### src/rtl/dbg_memwr_seq.sv
module dbg_memwr_seq (
  input  logic        clk,
  input  logic        rst,
  input  logic        pkt_in_valid,
  input  logic [15:0] pkt_in,
  output logic [16:0] rsp_out,
  output logic        bus_req_valid,
  input  logic        bus_req_ready,
  output logic [31:0] bus_addr,
  output logic [31:0] bus_wdata,
  output logic [3:0]  bus_be,
  input  logic        bus_rsp_valid,
  input  logic        bus_rsp_err
);
  localparam logic [2:0] S_CMD = 3'd0, S_AHI = 3'd1, S_ALO = 3'd2, S_DHI = 3'd3,
                         S_DLO = 3'd4, S_REQ = 3'd5, S_WAIT = 3'd6;
  localparam logic [16:0] RSP_NR  = 17'h00000;
  localparam logic [16:0] RSP_OK  = 17'h0FFFF;
  localparam logic [16:0] RSP_ERR = 17'h10001;
  localparam logic [1:0] SZ_BYTE = 2'b00, SZ_WORD = 2'b01, SZ_LONG = 2'b10, SZ_BAD = 2'b11;

  logic [2:0]  state_q;
  logic [1:0]  size_q;
  logic [31:0] addr_q, data_q;
  logic [16:0] rsp_q;

  always_ff @(posedge clk) begin
    if (rst) begin
      state_q <= S_CMD;
      size_q  <= SZ_BYTE;
      addr_q  <= '0;
      data_q  <= '0;
      rsp_q   <= RSP_NR;
    end else begin
      case (state_q)
        S_CMD: if (pkt_in_valid) begin
          if (pkt_in[1:0] == SZ_BAD) rsp_q <= RSP_ERR;
          else begin
            size_q  <= pkt_in[1:0];
            rsp_q   <= RSP_NR;
            state_q <= S_AHI;
          end
        end
        S_AHI: if (pkt_in_valid) begin
          addr_q[31:16] <= pkt_in;
          rsp_q         <= RSP_NR;
          state_q       <= S_ALO;
        end
        S_ALO: if (pkt_in_valid) begin
          addr_q[15:0] <= pkt_in;
          rsp_q        <= RSP_NR;
          state_q      <= (size_q == SZ_LONG) ? S_DHI : S_DLO;
        end
        S_DHI: if (pkt_in_valid) begin
          data_q[31:16] <= pkt_in;
          rsp_q         <= RSP_NR;
          state_q       <= S_DLO;
        end
        S_DLO: if (pkt_in_valid) begin
          data_q[15:0] <= pkt_in;
          rsp_q        <= RSP_NR;
          state_q      <= S_REQ;
        end
        S_REQ: if (bus_req_ready) state_q <= S_WAIT;
        S_WAIT: if (bus_rsp_valid) begin
          rsp_q   <= bus_rsp_err ? RSP_ERR : RSP_OK;
          state_q <= S_CMD;
        end
        default: state_q <= S_CMD;
      endcase
    end
  end

  assign rsp_out       = rsp_q;
  assign bus_req_valid = (state_q == S_REQ);
  assign bus_addr      = addr_q;

  always_comb begin
    case (size_q)
      SZ_BYTE: begin
        bus_wdata = {4{data_q[7:0]}};
        bus_be    = 4'b0001 << addr_q[1:0];
      end
      SZ_WORD: begin
        bus_wdata = {2{data_q[15:0]}};
        bus_be    = addr_q[1] ? 4'b1100 : 4'b0011;
      end
      default: begin
        bus_wdata = data_q;
        bus_be    = 4'b1111;
      end
    endcase
  end
endmodule


### config.mk
export PLATFORM = sky130hd
export DESIGN_NAME = dbg_memwr_seq
export DESIGN_NICKNAME = d
export VERILOG_FILES = /design/src/rtl/dbg_memwr_seq.sv
export SDC_FILE = /design/constraint.sdc
export NUM_CORES = 1
export LEC_CHECK = 0
export ABC_AREA = 1
export CORE_MARGIN = 2
export CORE_UTILIZATION = 41
export CTS_CLUSTER_DIAMETER = 200
export DETAILED_ROUTE_END_ITERATION = 8
export HOLD_SLACK_MARGIN = 0.15
export PLACE_DENSITY = 0.76
export SETUP_SLACK_MARGIN = 0.05
export SLEW_MARGIN = 40
export SYNTH_ARGS = -nofsm -noshare
export SYNTH_HDL_FRONTEND = slang
export SYNTH_SLANG_ARGS = --single-unit
### constraint.sdc
create_clock -name clk -period 1.1 [get_ports clk]
set_input_delay 0.165 -clock clk [delete_from_list [all_inputs] [get_ports clk]]
set_output_delay 0.165 -clock clk [all_outputs]
set_load 0.01 [all_outputs]
# ---- Word level (Yosys, flattened, before mapping)
# Index checks and enable logic that the tools add are counted.
dict set report classes {
  eq_ne 18
  bitwise 1
  muxes 19
  n_shift 1
  reduce_logical 11
}
# cell count
set op_table {}
lappend op_table {{two-way mux 17 bit} 5}
lappend op_table {{one-hot mux 32 bit (2 select lines)} 1}
lappend op_table {{one-hot mux 17 bit (3 select lines)} 1}
lappend op_table {{two-way mux 3 bit} 9}
lappend op_table {{one-hot mux 3 bit (7 select lines)} 1}
lappend op_table {{inequality test 2 bit (second input constant)} 7}
lappend op_table {{equality test 3 bit (second input constant)} 3}
lappend op_table {{one-hot mux 4 bit (2 select lines)} 1}
lappend op_table {{AND reduction 2 bit} 4}
lappend op_table {{AND reduction 8 bit} 1}
lappend op_table {{equality test 3 x 2 -> 1 bit (second input constant)} 2}
lappend op_table {{equality test 2 bit (second input constant)} 2}
lappend op_table {{two-way mux 4 bit} 1}
lappend op_table {{inequality test 2 x 1 -> 1 bit (second input constant)} 2}
lappend op_table {{AND reduction 4 bit} 1}
lappend op_table {{OR reduction 4 bit} 1}
lappend op_table {{<< shifter 1 x 2 -> 4 bit (first input constant)} 1}
lappend op_table {{equality test 3 x 1 -> 1 bit (second input constant)} 1}
lappend op_table {{logical NOT 3 bit} 1}
lappend op_table {{AND reduction 3 bit} 1}
lappend op_table {{nonzero test 3 bit} 1}
lappend op_table {{equality test 2 x 1 -> 1 bit (second input constant)} 1}
lappend op_table {{logical NOT 2 bit} 1}
lappend op_table {{NOT 1 bit} 1}
dict set report word_totals {
  out_inout_bits 86
  inputBits 22
  ff_bits 86
  elab_cells 57
}

# ---- Longest topological paths before layout
dict set report depth {
  word_depth 4
  ltp_mapped 9
  depth_no_buf 8
}

# ---- Worst setup path before layout
# Ideal clock, no wire load.
dict set report synth_timing {
  path_type {register to output}
  startpoint {register size_q[1]}
  endpoint {output port bus_wdata[30]}
  required_time_ns 0.935
  slack_ns -0.108
  stages_incl_launch_ff 5
  t_arrival_ns 1.043
  n_path_buf 1
  path_cell_list {dfxtp_1 -> nor2_1 -> clkbuf_1 -> nand2_1 -> o211ai_1}
}
dict set report synth_via {
  elab_chain_cells 2
  elab_cells_between_ends 3
  cone_classes {eq/ne (1); mux (1); reduce/logical (1)}
}
# item line
set synth_rtl {}
lappend synth_rtl {{start, declared} 23} ;# logic [1:0] size_q;
lappend synth_rtl {{start signal, assigned} 39} ;# size_q <= pkt_in[1:0];
lappend synth_rtl {{equality test 2 x 1 -> 1 bit / logical NOT 2 bit (equally long branches)} 79} ;# case (size_q)
lappend synth_rtl {{one-hot mux 32 bit (2 select lines) *} 79}
lappend synth_rtl {{end, declared} 10} ;# output logic [31:0] bus_wdata,
# Every way passes the cells marked *; elsewhere a longest branch is shown, timed or not.

# ---- Worst setup path after layout
dict set report layout_timing {
  startpoint {register size_q[1]}
  endpoint {output port bus_wdata[29]}
}
# Same word-level chain as after synthesis.

==> results.cfg <==
[yosys]
synthCells = 450
synthesis.area_sq_um = 3180
yosys.area.top_type = dfxtp_1
synth_area_leaders = dfxtp_1 (45%), nor2_1 (14%), o21ai_0 (13%)
yosysWarnings = 0
yosys.cell_types.count = 19
synth.avg_cell_area_sq_um = 7.06
ys_seq_area_share_pct = 45.4
synth_seq_cells = 72
synth_nets = 472
synth_top_area_share_pct = 45.4

[cts]
cts.sinks = 72
clk_pin_slew_ns = 0.08
cts_made_buffers = 9
worstSkewPairLatency_ns = 0.36
cts-root-buf = clkbuf_8
cts_tree = built
clock_path_buffers = 2
holdBufCountCts = 0
h-tree-depth = 3

[drt]
post_drt_wl_per_cell_microns = 19.7
routed_wl_microns = 14600
vias_per_cell = 5.54
firstDrtPassIters = 7
drt_iter0_markers = 219
route.detailed.drc = 0
ant_nets = 0
dr_total_vias = 4095

[pwr]
swShare_pct = 32.3
total_power_mw = 7.47
power.share.clock_pct = 32.4
p_leak_nw = 2.77
seqPwrFrac_pct = 39.2
pwr-share-comb_pct = 28.4
ir_drop_v = 0.000904
p_int_mw = 5.06
p_per_area_nw_per_um2 = 1190
p_switching_mw = 2.41

[floorplanning]
die_area_sq_um = 8470
row_count = 32
boundaryPins = 108
fp.dieW_microns = 92.0
fp.coreArea_sq_um = 7610
start_util_pct = 41.8
die_h_microns = 92.0

[place]
pre_cts_ws_ns = -0.502
gp_congestion = 0.833
dpl_cell_area_sq_um = 4660
portBuffers = 107
hpwl_microns = 6820
place_inst = 674

[cells_and_area]
fin_cells = 739
fillCellCount = 391
postLayoutCoreUtil_pct = 82.5
final-seq-area_sq_um = 1530
antenna_cells = 0
fin_nets = 654
multi_input_comb_area_sq_um = 2210
drive_gt1_share_pct = 68.9
design_area_sq_um = 6280
syn_to_final_growth_pct = 97.5

[critical_path]
crit_fanout = 5
crit_required_ns = 0.94
cp-start-kind = flop
worstPathArrival_ns = 1.46
crit_path_end_kind = output pin
path_class = flop to output pin

[global_routing]
track_usage_pct = 30.1
antenna_found_initial = 0
grt_pass1_vias = 4005
grt-ovfl-total = 0
grt_max_degree = 36
grt_pass1_wl_microns = 19800

[sta]
max_slew_margin_pct = 68.6
setup_violations = 124
finalMaxSlewViolations = 0
whs_ns = 0.468
hold_viol_final = 0
worst_slew_pin_slew_ns = 0.469
rsz0062_at_grt = true
fmax_ghz = 0.614
setup_ws_ns = -0.530
setup-tns-final_ns = -27.34
skew_ns = 0.00489
period_needed_ns = 1.63
fin_crit_sh_pct = 148

[min_path]
hold_class = flop to flop

[outcome]
status = finished, violations left
violations = negative setup slack

[flow_run]
timing.max_cap.violations = 0
-- cells in the final DEF (no fill, tap or decap), types with 2 or more instances in the layout --
cell / synthesis / layout
nand2_8: 0 / 4
nor2_4: 1 / 19
buf_12: 0 / 12
nor2_2: 0 / 31
buf_4: 25 / 40
buf_8: 0 / 7
a21oi_4: 0 / 2
nand2_4: 0 / 11
bufinv_16: 0 / 2
buf_6: 4 / 72
nand2_1: 67 / 35
nand3_2: 0 / 2
dfxtp_2: 0 / 29
nor2_1: 119 / 70
nand3_4: 0 / 2
nor3_4: 1 / 2
nand2_2: 3 / 23
a21oi_1: 19 / 4
inv_2: 5 / 2
nand3_1: 6 / 2
dfxtp_4: 0 / 14
inv_4: 0 / 6
o211ai_1: 7 / 7
buf_2: 2 / 56
o21ai_1: 1 / 12
buf_16: 0 / 3
clkdlybuf4s50_1: 0 / 20
clkinv_8: 0 / 2
dfxtp_1: 72 / 29
inv_1: 22 / 15
a21oi_2: 0 / 13
inv_6: 0 / 4
o21ai_2: 0 / 59
clkbuf_8: 0 / 9
o21ai_4: 0 / 9
clkinvlp_4: 0 / 2
-- synthesized netlist by cell type, drive strengths merged --
master	instances
nor2	120
o21ai	81
dfxtp	72
nand2	70
buf	31
inv	27
a21oi	19
clkbuf	13
o211ai	7
nand3	6
nor3	3
nand4	1
-- state kept, by name (all words and copies together), names as in the netlist --
register and flops:
state_q 3, data_q 32, bus_addr 32, rsp_out 3
size_q 2
-- final timing paths --
check / end / depth (start not counted) / slack [ns] / start
setup / recovery: bus_wdata[29] / 5 / -0.53 / size_q[1]
hold / removal: rsp_out[16] / 2 / 0.47 / rsp_out[16]
setup reg to reg: state_q[1] / 8 / -0.30 / state_q[1]
hold reg to reg: rsp_out[16] / 2 / 0.47 / rsp_out[16]
-- timing repair --
item / in CTS / in global routing
resized for setup: 636 / 140
buffers inserted: 28 / 11
gates cloned: 11 / 0
hold endpoints to repair: 0 / 0
pin swaps: 65 / 57
setup endpoints to repair: 158 / 129
-- logic make-up (layout without fill, tap and decap cells) --
logic type / after synthesis / after routing / share of synthesized area, %
simple gates: 200 / 203 / 24.9
buf+inv: 71 / 255 / 12.4
flops: 72 / 72 / 45.4
compound gates: 107 / 107 / 17.4
-- worst max-delay path, stage by stage, from the launching register on --
cell and delay [ns]:
dfxtp_4 0.39, nor2_4 0.18, buf_6 0.15, nand2_2 0.08
o211ai_1 0.11, buf_2 0.19
-- power by group through the flow --
stage | Combinational (mW) | Sequential [mW] | Clock [mW]
after floorplan | 0.643 | 2.94 | 0
after global placement | 1.32 | 2.91 | 0
after detailed placement | 1.35 | 2.91 | 0
after CTS | 1.76 | 2.89 | 2.35
after global routing | 2.23 | 2.94 | 2.51
final | 2.12 | 2.93 | 2.42
-- metal layers --
layer	share of wire (%)	global-route usage [%]
met1	34	31.6
met2	51	55.8
met3	7.5	7.81
met4	7.3	13.9
met5	0	0
-- area by class of cell --
| class | instances | share of cell area, % |
|---|---|---|
| Sequential cell | 72 | 24.4 |
| Tap cell | 102 | 2.03 |
| Multi-Input combinational cell | 310 | 35.2 |
| Clock buffer | 10 | 2.03 |
| Timing Repair inverter | 1 | 0.259 |
| Timing Repair Buffer | 211 | 32.3 |
| Clock inverter | 6 | 1.47 |
| Inverter | 27 | 2.29 |
Power figures use the tool's default switching activity.
